===== src/rtl/sbt_pkg.sv =====
package sbt_pkg;
  typedef enum logic [2:0] {
    C_NOP = 3'd0,
    C_ACT = 3'd1,
    C_RD  = 3'd2,
    C_WR  = 3'd3,
    C_PRE = 3'd4,
    C_REF = 3'd5,
    C_LMR = 3'd6,
    C_BST = 3'd7
  } cmd_e;

  typedef enum logic [1:0] {
    BK_IDLE    = 2'd0,
    BK_OPEN    = 2'd1,
    BK_CLOSING = 2'd2
  } bank_st_e;
endpackage


===== src/rtl/sbt_bank.sv =====
module sbt_bank
  import sbt_pkg::*;
#(
  parameter int ROW_W     = 12,
  parameter int TRCD      = 3,
  parameter int TRP       = 3,
  parameter int BURST_LEN = 4
) (
  input  logic             clk,
  input  logic             rst,
  input  logic             do_act,
  input  logic             do_rw,
  input  logic             rw_ap,
  input  logic             do_pre,
  input  logic             do_cut,
  input  logic [ROW_W-1:0] row_in,
  output logic [1:0]       state_o,
  output logic [ROW_W-1:0] row_o,
  output logic             idle_ok_o,
  output logic             rw_ok_o,
  output logic             rcd_busy_o,
  output logic             is_open_o,
  output logic             ap_pend_o
);
  localparam int RCD_W = $clog2(TRCD + 1);
  localparam int RP_W  = $clog2(TRP + 1);
  localparam int BL_W  = $clog2(BURST_LEN + 1);

  bank_st_e         st;
  logic [ROW_W-1:0] row;
  logic [RCD_W-1:0] rcd_cnt;
  logic [RP_W-1:0]  rp_cnt;
  logic [BL_W-1:0]  ap_cnt;
  logic             ap_pend;

  always_ff @(posedge clk) begin
    if (rst) begin
      st      <= BK_IDLE;
      row     <= '0;
      rcd_cnt <= '0;
      rp_cnt  <= '0;
      ap_cnt  <= '0;
      ap_pend <= 1'b0;
    end else begin
      case (st)
        BK_IDLE: begin
          if (do_act) begin
            st      <= BK_OPEN;
            row     <= row_in;
            rcd_cnt <= RCD_W'(TRCD - 1);
          end
        end
        BK_OPEN: begin
          if (rcd_cnt != '0) rcd_cnt <= rcd_cnt - 1'b1;
          if (do_pre || (do_cut && ap_pend)) begin
            st      <= BK_CLOSING;
            row     <= '0;
            rp_cnt  <= RP_W'(TRP - 1);
            ap_pend <= 1'b0;
          end else if (ap_pend) begin
            if (ap_cnt == '0) begin
              st      <= BK_CLOSING;
              row     <= '0;
              rp_cnt  <= RP_W'(TRP - 1);
              ap_pend <= 1'b0;
            end else begin
              ap_cnt <= ap_cnt - 1'b1;
            end
          end else if (do_rw && rw_ap) begin
            ap_pend <= 1'b1;
            ap_cnt  <= BL_W'(BURST_LEN - 1);
          end
        end
        BK_CLOSING: begin
          if (do_act) begin
            st      <= BK_OPEN;
            row     <= row_in;
            rcd_cnt <= RCD_W'(TRCD - 1);
          end else if (rp_cnt == '0) begin
            st <= BK_IDLE;
          end else begin
            rp_cnt <= rp_cnt - 1'b1;
          end
        end
        default: st <= BK_IDLE;
      endcase
    end
  end

  assign state_o    = st;
  assign row_o      = row;
  assign is_open_o  = (st == BK_OPEN);
  assign idle_ok_o  = (st == BK_IDLE) || ((st == BK_CLOSING) && (rp_cnt == '0));
  assign rw_ok_o    = (st == BK_OPEN) && (rcd_cnt == '0) && !ap_pend;
  assign rcd_busy_o = (st == BK_OPEN) && (rcd_cnt != '0) && !ap_pend;
  assign ap_pend_o  = ap_pend;


  idle_hold_chk: assert property (@(posedge clk) disable iff (rst)
    (st == BK_IDLE && !do_act) |=> (st == BK_IDLE));


  act_open_chk: assert property (@(posedge clk) disable iff (rst)
    (st == BK_IDLE && do_act) |=> (st == BK_OPEN && row == $past(row_in)));


  open_close_chk: assert property (@(posedge clk) disable iff (rst)
    (st == BK_OPEN) |=> (st != BK_IDLE));


  ap_open_chk: assert property (@(posedge clk) disable iff (rst)
    ap_pend |-> (st == BK_OPEN));
endmodule


===== src/rtl/sbt_rules.sv =====
module sbt_rules
  import sbt_pkg::*;
#(
  parameter int NB   = 4,
  parameter int BA_W = 2
) (
  input  cmd_e            cmd,
  input  logic [BA_W-1:0] ba,
  input  logic            a10,
  input  logic [NB-1:0]   idle_ok,
  input  logic [NB-1:0]   rw_ok,
  input  logic [NB-1:0]   rcd_busy,
  input  logic [NB-1:0]   is_open,
  input  logic [NB-1:0]   ap_pend,
  input  logic            burst_live,
  input  logic [BA_W-1:0] burst_bank,
  output logic [NB-1:0]   act_v,
  output logic [NB-1:0]   rw_v,
  output logic [NB-1:0]   pre_v,
  output logic [NB-1:0]   cut_v,
  output logic            bst_ok,
  output logic            bad,
  output logic            early
);
  logic [NB-1:0] sel;

  always_comb begin
    sel    = NB'(1) << ba;
    act_v  = '0;
    rw_v   = '0;
    pre_v  = '0;
    cut_v  = '0;
    bst_ok = 1'b0;
    bad    = 1'b0;
    early  = 1'b0;
    case (cmd)
      C_ACT: begin
        if (idle_ok[ba])      act_v = sel;
        else if (!is_open[ba]) early = 1'b1;
        else                   bad   = 1'b1;
      end
      C_RD, C_WR: begin
        if (rw_ok[ba])         rw_v  = sel;
        else if (rcd_busy[ba]) early = 1'b1;
        else                   bad   = 1'b1;
      end
      C_PRE: begin
        if (a10) begin
          if (|ap_pend) bad = 1'b1;
          else          pre_v = is_open;
        end else begin
          if (ap_pend[ba]) bad = 1'b1;
          else             pre_v = sel & is_open;
        end
      end
      C_REF, C_LMR: begin
        if (!(&idle_ok)) bad = 1'b1;
      end
      C_BST: begin
        if (burst_live && (burst_bank == ba)) begin
          cut_v  = sel;
          bst_ok = 1'b1;
        end else begin
          bad = 1'b1;
        end
      end
      default: ;
    endcase
  end
endmodule


===== src/rtl/sbt_burst.sv =====
module sbt_burst #(
  parameter int NB        = 4,
  parameter int BA_W      = 2,
  parameter int BURST_LEN = 4
) (
  input  logic            clk,
  input  logic            rst,
  input  logic            start,
  input  logic [BA_W-1:0] start_bank,
  input  logic            cut,
  input  logic [NB-1:0]   close_mask,
  output logic            live_o,
  output logic [BA_W-1:0] bank_o
);
  localparam int BL_W = $clog2(BURST_LEN + 1);

  logic [BL_W-1:0] cnt;

  always_ff @(posedge clk) begin
    if (rst) begin
      live_o <= 1'b0;
      bank_o <= '0;
      cnt    <= '0;
    end else if (start) begin
      live_o <= 1'b1;
      bank_o <= start_bank;
      cnt    <= BL_W'(BURST_LEN - 1);
    end else if (live_o) begin
      if (cut || close_mask[bank_o] || (cnt == '0)) live_o <= 1'b0;
      else cnt <= cnt - 1'b1;
    end
  end


  burst_start_chk: assert property (@(posedge clk) disable iff (rst)
    start |=> (live_o && bank_o == $past(start_bank)));
endmodule


===== src/rtl/sdram_bank_tracker.sv =====
module sdram_bank_tracker
  import sbt_pkg::*;
#(
  parameter int NB        = 4,
  parameter int ROW_W     = 12,
  parameter int TRCD      = 3,
  parameter int TRP       = 3,
  parameter int BURST_LEN = 4
) (
  input  logic                  clk,
  input  logic                  rst,
  input  logic [2:0]            cmd,
  input  logic [$clog2(NB)-1:0] ba,
  input  logic [ROW_W-1:0]      addr,
  output logic [2*NB-1:0]       bank_state,
  output logic [NB*ROW_W-1:0]   open_row,
  output logic                  illegal_err,
  output logic                  timing_err
);
  localparam int BA_W = $clog2(NB);

  cmd_e            cmd_q;
  logic [NB-1:0]   idle_ok, rw_ok, rcd_busy, is_open, ap_pend;
  logic [NB-1:0]   act_v, rw_v, pre_v, cut_v;
  logic            bst_ok, bad, early;
  logic            burst_live;
  logic [BA_W-1:0] burst_bank;

  assign cmd_q = cmd_e'(cmd);

  sbt_rules #(.NB(NB), .BA_W(BA_W)) u_rules (
    .cmd(cmd_q), .ba(ba), .a10(addr[10]),
    .idle_ok(idle_ok), .rw_ok(rw_ok), .rcd_busy(rcd_busy),
    .is_open(is_open), .ap_pend(ap_pend),
    .burst_live(burst_live), .burst_bank(burst_bank),
    .act_v(act_v), .rw_v(rw_v), .pre_v(pre_v), .cut_v(cut_v),
    .bst_ok(bst_ok), .bad(bad), .early(early)
  );

  sbt_burst #(.NB(NB), .BA_W(BA_W), .BURST_LEN(BURST_LEN)) u_burst (
    .clk(clk), .rst(rst), .start(|rw_v), .start_bank(ba),
    .cut(bst_ok), .close_mask(pre_v),
    .live_o(burst_live), .bank_o(burst_bank)
  );

  for (genvar g = 0; g < NB; g++) begin : g_bank
    sbt_bank #(.ROW_W(ROW_W), .TRCD(TRCD), .TRP(TRP), .BURST_LEN(BURST_LEN)) u_bank (
      .clk(clk), .rst(rst),
      .do_act(act_v[g]), .do_rw(rw_v[g]), .rw_ap(addr[10]),
      .do_pre(pre_v[g]), .do_cut(cut_v[g]), .row_in(addr),
      .state_o(bank_state[2*g +: 2]), .row_o(open_row[ROW_W*g +: ROW_W]),
      .idle_ok_o(idle_ok[g]), .rw_ok_o(rw_ok[g]), .rcd_busy_o(rcd_busy[g]),
      .is_open_o(is_open[g]), .ap_pend_o(ap_pend[g])
    );
  end

  always_ff @(posedge clk) begin
    if (rst) begin
      illegal_err <= 1'b0;
      timing_err  <= 1'b0;
    end else begin
      illegal_err <= bad;
      timing_err  <= early;
    end
  end


  busy_ref_chk: assert property (@(posedge clk) disable iff (rst)
    ((cmd_q == C_REF || cmd_q == C_LMR) && !(&idle_ok)) |=> illegal_err);


  timing_src_chk: assert property (@(posedge clk) disable iff (rst)
    timing_err |-> ($past(cmd_q) == C_ACT || $past(cmd_q) == C_RD || $past(cmd_q) == C_WR));


  err_excl_chk: assert property (@(posedge clk) disable iff (rst)
    !(illegal_err && timing_err));


  bst_orphan_chk: assert property (@(posedge clk) disable iff (rst)
    (cmd_q == C_BST && !burst_live) |=> illegal_err);
endmodule


===== config.mk =====
export PLATFORM = sky130hd
export DESIGN_NAME = sdram_bank_tracker
export DESIGN_NICKNAME = d
export VERILOG_FILES = /design/src/rtl/sbt_pkg.sv /design/src/rtl/sbt_bank.sv /design/src/rtl/sbt_rules.sv /design/src/rtl/sbt_burst.sv /design/src/rtl/sdram_bank_tracker.sv
export SDC_FILE = /design/constraint.sdc
export NUM_CORES = 1
export LEC_CHECK = 0
export ABC_AREA = 1
export BUFFER_PORTS_ARGS = -buffer_cell sky130_fd_sc_hd__buf_2
export CAP_MARGIN = 20
export CORE_ASPECT_RATIO = 0.5
export CORE_UTILIZATION = 55
export CTS_BUF_LIST = sky130_fd_sc_hd__clkbuf_8
export DETAILED_ROUTE_END_ITERATION = 8
export PLACE_DENSITY = 0.86
export SLEW_MARGIN = 10
export SYNTH_ARGS = -nofsm -noshare
export SYNTH_HDL_FRONTEND = slang
export SYNTH_SLANG_ARGS = --single-unit

===== constraint.sdc =====
create_clock -name clk -period 3.2 [get_ports clk]
set_input_delay 0.16 -clock clk [delete_from_list [all_inputs] [get_ports clk]]
set_output_delay 0.16 -clock clk [all_outputs]
set_load 0.005 [all_outputs]

# ---- After elaboration in Yosys (flattened, before gate mapping)
# Cells that the tools add are included.
dict set report word_totals {
  ff_bits 96
  in_bits 19
  out_inout_bits 58
}
dict set report classes {
  n_addsub 13
  magnitude_cmp 2
  n_eq_ne 53
  shifts 1
  mux 145
  bitwise 6
  reduce_logical 109
}
# operator count
set op_table {}
lappend op_table {{2-to-1 mux 12 bit} 16}
lappend op_table {{one-hot mux 12 bit (2 select lines)} 4}
lappend op_table {{2-to-1 mux 2 bit} 43}
lappend op_table {{AND reduction 4 bit} 13}
lappend op_table {{2-to-1 mux 1 bit} 40}
lappend op_table {{2-to-1 mux 4 bit} 10}
lappend op_table {{inequality test 2 bit, second input constant} 20}
lappend op_table {{2-to-1 mux 3 bit} 12}
lappend op_table {{nonzero test 2 bit} 17}
lappend op_table {{one-hot mux 2 bit (2 select lines)} 8}
lappend op_table {{logical AND 1 bit} 29}
lappend op_table {{logical NOT 2 bit} 12}
lappend op_table {{inequality test 3 bit, second input constant} 8}
lappend op_table {{one-hot mux 2 bit (3 select lines)} 4}
lappend op_table {{AND reduction 5 bit} 4}
lappend op_table {{subtractor 2 x 1 -> 2 bit, second input constant} 8}
lappend op_table {{logical NOT 3 bit} 5}
lappend op_table {{subtractor 3 x 1 -> 3 bit, second input constant} 5}
lappend op_table {{binary-select mux 1 bit (select 2 bit)} 6}
lappend op_table {{equality test 3 bit, second input constant} 4}
lappend op_table {{inequality test 3 x 2 -> 1 bit, second input constant} 4}
lappend op_table {{AND reduction 3 bit} 4}
lappend op_table {{OR reduction 2 bit} 6}
lappend op_table {{logical OR 1 bit} 10}
lappend op_table {{16 further kinds} 37}

# ---- Longest topological paths before layout
dict set report logic_depth {
  ltp_word 12
  ltp_mapped 14
  depth_no_buf 13
}

# ---- Cells and area by module
# A second synthesis with hierarchy kept.
dict set report hier_totals {
  hier_cells 848
  area_unflattened_um2 5642.9
}
# mod n_inst cells_each area_per_inst_um2 seq_area_each_um2
set by_module_without_submodules {}
lappend by_module_without_submodules {sbt_bank 4 171 1174.9 440.4}
lappend by_module_without_submodules {sbt_rules 1 109 545.5 0.0}
lappend by_module_without_submodules {sbt_burst 1 46 331.6 120.1}
lappend by_module_without_submodules {sdram_bank_tracker 1 9 66.3 40.0}

# ---- Worst setup path after synthesis
# Ideal clock, no wire load.
dict set report synth_timing {
  path_kind {flip-flop to flip-flop}
  start {register g_bank[3].u_bank.rp_cnt[0]}
  end {register g_bank[2].u_bank.row[10]}
  setup_time_ps 137
  t_arrival_ps 1496
  path_slack_ps 1567
  path_stages_with_launch 13
  n_path_buf 1
  period_less_slack_ps 1633
  path_cell_list {dfxtp_1 inv_1 ha_1 nor2_1 o21ai_2 nand2_2 nor2_4 nand3_2 nand2_2 nand2_2 buf_6 a21oi_2 nor3_2}
}
dict set report synth_via {
  elab_chain_len 9
}
# element line_no
set synth_lines {}
lappend synth_lines {{from (decl)} sbt_bank.sv:32} ;# logic [RP_W-1:0] rp_cnt;
lappend synth_lines {{from (signal assigned)} sbt_bank.sv:58} ;# rp_cnt <= RP_W'(TRP - 1);
lappend synth_lines {{from (signal assigned)} sbt_bank.sv:64} ;# rp_cnt <= RP_W'(TRP - 1);
lappend synth_lines {{from (signal assigned)} sbt_bank.sv:82} ;# rp_cnt <= rp_cnt - 1'b1;
lappend synth_lines {{logical NOT 2 bit} sbt_bank.sv:93} ;# assign idle_ok_o = (st == BK_IDLE) || ((st == BK_CLOSING) && (rp_cnt == '0));
lappend synth_lines {{logical AND 1 bit} sbt_bank.sv:93}
lappend synth_lines {{logical OR 1 bit} sbt_bank.sv:93}
lappend synth_lines {{binary-select mux 1 bit (select 2 bit)} sbt_rules.sv:38} ;# if (idle_ok[ba]) act_v = sel;
lappend synth_lines {{2-to-1 mux 1 bit (implied by the code)} sbt_rules.sv:38}
lappend synth_lines {{2-to-1 mux 4 bit} sbt_rules.sv:38}
lappend synth_lines {{2-to-1 mux 4 bit} sbt_rules.sv:36} ;# case (cmd)
lappend synth_lines {{inequality test 2 x 1 -> 1 bit (no line)} --}
lappend synth_lines {{AND reduction 4 bit (no line)} --}
lappend synth_lines {{to (signal assigned)} sbt_bank.sv:49} ;# row <= row_in;
lappend synth_lines {{to (signal assigned)} sbt_bank.sv:77} ;# row <= row_in;
lappend synth_lines {{to (decl)} sbt_bank.sv:30} ;# logic [ROW_W-1:0] row;
# Every way passes these cells. The select of a mux whose other input is x is not followed.
# A chain may end at the register's enable or synchronous reset.

# ---- Worst setup path after layout
dict set report layout_timing {
  start {register g_bank[0].u_bank.st[0]}
  end {register g_bank[2].u_bank.row[11]}
}
dict set report layout_via {
  elab_chain_len 9
  word_cells_on_any_way 10
}
# element line_no
set layout_lines {}
lappend layout_lines {{from (decl)} sbt_bank.sv:29} ;# bank_st_e st;
lappend layout_lines {{from (signal assigned)} sbt_bank.sv:38} ;# st <= BK_IDLE;
lappend layout_lines {{from (signal assigned)} sbt_bank.sv:48} ;# st <= BK_OPEN;
lappend layout_lines {{from (signal assigned)} sbt_bank.sv:56} ;# st <= BK_CLOSING;
lappend layout_lines {{equality test 2 bit} sbt_bank.sv:93}
lappend layout_lines {{logical AND 1 bit} sbt_bank.sv:93}
lappend layout_lines {{logical OR 1 bit (*)} sbt_bank.sv:93}
lappend layout_lines {{binary-select mux 1 bit (select 2 bit) (*)} sbt_rules.sv:38}
lappend layout_lines {{2-to-1 mux 1 bit (implied by the code) (*)} sbt_rules.sv:38}
lappend layout_lines {{2-to-1 mux 4 bit (*)} sbt_rules.sv:38}
lappend layout_lines {{2-to-1 mux 4 bit (*)} sbt_rules.sv:36}
lappend layout_lines {{inequality test 2 x 1 -> 1 bit (no line) (*)} --}
lappend layout_lines {{AND reduction 4 bit (no line) (*)} --}
# Mark *: on every way between the ends. The rest lies on a longest branch, timed or not. The select of a mux whose other input is x is not followed.

==> results_dict.tcl <==
set metrics [dict create \
    drive_gt1_share_pct 30.5 \
    power_frac_comb_pct 11.7 \
    synth_seq_cells 96 \
    synth.largest_area_cell "dfxtp_1" \
    cts_tree "done" \
    fin_crit_sh_pct 75.4 \
    final_common_cell "nor2_1" \
    synth_top_area_share_pct 35.9 \
    die_x_microns 141 \
    critPathLaunchType "flop" \
    clkTransAtPathRegs_ns 0.10 \
    path_max_fanout 17 \
    drt-initial-drc-count 547 \
    drt-total-wl_microns 12800 \
    cts_sinks 96 \
    outcome "finished clean" \
    mostFrequentLayoutCells "nor2_1 (100), dfxtp_1 (96), nand2_1 (89)" \
    slew_headroom_pct 42.7 \
    peakVddDrop_v 0.000258 \
    rows 24 \
    p_sw_share_pct 27.0 \
    io_buffers 76 \
    cts_setup_buffers 0 \
    synth_seq_area_share_pct 35.9 \
    crit_type "flop to flop" \
    leakagePower_uw 0.00251 \
    detail-route-antenna-nets 0 \
    synth_cells 703 \
    overflow 0 \
    pre_cts_slack_ns 0.853 \
    clock_skew_ns 0.0143 \
    power.density_nw_per_um2 416 \
    core_area_sq_um 9070 \
    netlist_area_sq_um 5350 \
    fin_util_pct 65.4 \
    tightest_slew_ns 0.859 \
    drtPass1Iterations 5 \
    ioPinCount 77 \
    grt_pass1_vias 4621 \
    cp-end-kind "flop" \
    num-nets-final 798 \
    die_area_sq_um 10100 \
    die_y_microns 71.7 \
    seqPwrFrac_pct 51.0 \
    viasPerCell 5.46 \
    synth_edf_count 0 \
    cts_buffers 9 \
    ctsHtreeMaxLevel 3 \
    vias 4895 \
    drc 0 \
    hold_viol_final 0 \
    async_flop_share_pct 0 \
    start_util_pct 59.0 \
    power_switching_uw 666 \
    synth.area.top_cells "dfxtp_1 (36%), nor2_1 (7.0%), nand2_1 (6.2%)" \
    syn_nets 740 \
    cts_resized 0 \
    drv_cap 0 \
    hold_path.class "input pin to flop" \
    clk_path_buf_depth 2 \
    grt_pass1_wl_microns 21400 \
    layout_min_cycle_time_ns 2.41 \
    syn_area_per_cell_sq_um 7.61 \
    internal_power_uw 1800 \
    clk_latency_ns 0.38 \
    fmax_mhz 414 \
    finalMaxSlewViolations 0 \
    yosys_warnings 0 \
    hold_buffers 0 \
    critical_path_arrival_ns 2.72 \
    synth-main-ff-cell "dfxtp_1" \
    setup_violations 0 \
    synth.distinct_cells 45 \
    diodes 0 \
    grt_setup_unrepaired "no" \
    place_hpwl_microns 9030 \
    finalWeightedCongestion 0.943 \
    crit_required_ns 3.51 \
    area_growth_pct 10.9 \
    grt_use_total_pct 26.5 \
    cts-root-buf "clkbuf_8" \
    wl_per_cell_microns 14.3 \
    antenna_found_initial 0 \
    finalWorstSetupSlack_ns 0.787 \
    tns_ns 0 \
    p_clk_share_pct 37.2 \
    grt_max_degree 50 \
]
[critical path: stages (launching register included)]
cell      delay [ns]
dfxtp_1         0.68
clkinv_2        0.19
o21ai_1         0.16
inv_1           0.11
o21ai_2         0.19
nor2_4          0.09
nand3_2         0.08
nand2_2         0.23
nand2_2         0.37
a21oi_1         0.09
nor3_1          0.14
[flip-flops by register name, indices dropped and copies added (netlist names)]
name	cells
g_bank.u_bank.ap_cnt	12
u_burst.cnt	3
illegal_err	1
u_burst.live_o	1
g_bank.u_bank.ap_pend_o	4
g_bank.u_bank.rp_cnt	8
g_bank.u_bank.state_o	8
u_burst.bank_o	2
g_bank.u_bank.row_o	48
timing_err	1
g_bank.u_bank.rcd_cnt	8
[final cells by class]
cell class	instances	area [sq um]
Fill cell	763	3140
Multi-Input combinational cell	488	2870
Sequential cell	96	1920
Timing Repair Buffer	78	395
Inverter	88	347
Tap cell	130	163
Clock buffer	10	138
Clock inverter	6	90.1
[worst paths after layout]
path	startpoint	endpoint	slack, ns	cells after the start
max	g_bank[0].u_bank.state_o[0]$_SDFFE_PP0P_	g_bank[2].u_bank.row_o[11]$_SDFFE_PP0P_	0.79	10
min	addr[4]	g_bank[2].u_bank.row_o[4]$_SDFFE_PP0P_	0.08	3
max reg2reg	g_bank[0].u_bank.state_o[0]$_SDFFE_PP0P_	g_bank[2].u_bank.row_o[11]$_SDFFE_PP0P_	0.79	10
min reg2reg	g_bank[1].u_bank.row_o[11]$_SDFFE_PP0P_	g_bank[1].u_bank.row_o[11]$_SDFFE_PP0P_	0.46	2
[per-stage QoR]
step	power, uW	hold slack [ns]	instance area [sq um]	std cells
4_1_cts	2470	0.0808	5930	896
2_1_floorplan	1490	0.320	5350	703
5_1_grt	2550	0.0863	5930	896
3_5_place_dp	1570	0.452	5700	880
6_report	2460	0.0797	5930	896
3_3_place_gp	1560	0.446	5700	880
[cells by family after synthesis]
group	count (synthesis)	share of synthesized area, %
AND/OR/NAND/NOR	323	32.2
AO/OA/AOI/OAI	142	16.5
flip-flops	96	35.9
XOR/XNOR	5	0.819
adder cells (fa/ha/maj)	18	4.21
buffers and inverters	119	10.3
[cells in the mapped netlist, types with 2 or more instances]
cell type    n
inv_1       71
nor2_4       7
nand2_2     23
buf_2        4
a31oi_1      2
nand3_4      3
nand3_1     21
nor3_2      10
o21ai_1     26
a211oi_2     2
nand2_4      2
inv_2       11
o31ai_2      2
ha_1        18
nor2_1     100
o21ai_2      7
o21ai_0     28
inv_6        2
nor3_1       9
nand4_1     15
nor2_2      24
nand3_2     12
xnor2_1      5
buf_4        3
a21oi_2     28
nor2_8       2
clkbuf_1    14
inv_4        2
a21oi_1     44
buf_6        8
nand2_1     89
dfxtp_1     96
[power by group through the flow]
stage	combinational, uW	sequential [uW]	clock (uW)
2_1_floorplan	207	1280	0
3_3_place_gp	277	1280	0
3_5_place_dp	284	1280	0
4_1_cts	287	1260	923
5_1_grt	322	1260	964
6_report	289	1260	917
[layer usage]
metal | up-vias | GRT usage [%] | share of wire (%) | wire (microns)
li1 | 2388 | - | - | -
met1 | 2287 | 33.7 | 45 | 5780
met2 | 197 | 44.4 | 45 | 5810
met3 | 23 | 7.09 | 7.9 | 1000
met4 | 0 | 8.36 | 1.4 | 183
met5 | - | 0 | 0 | 0
No activity file was read; power rests on OpenSTA's default activity.
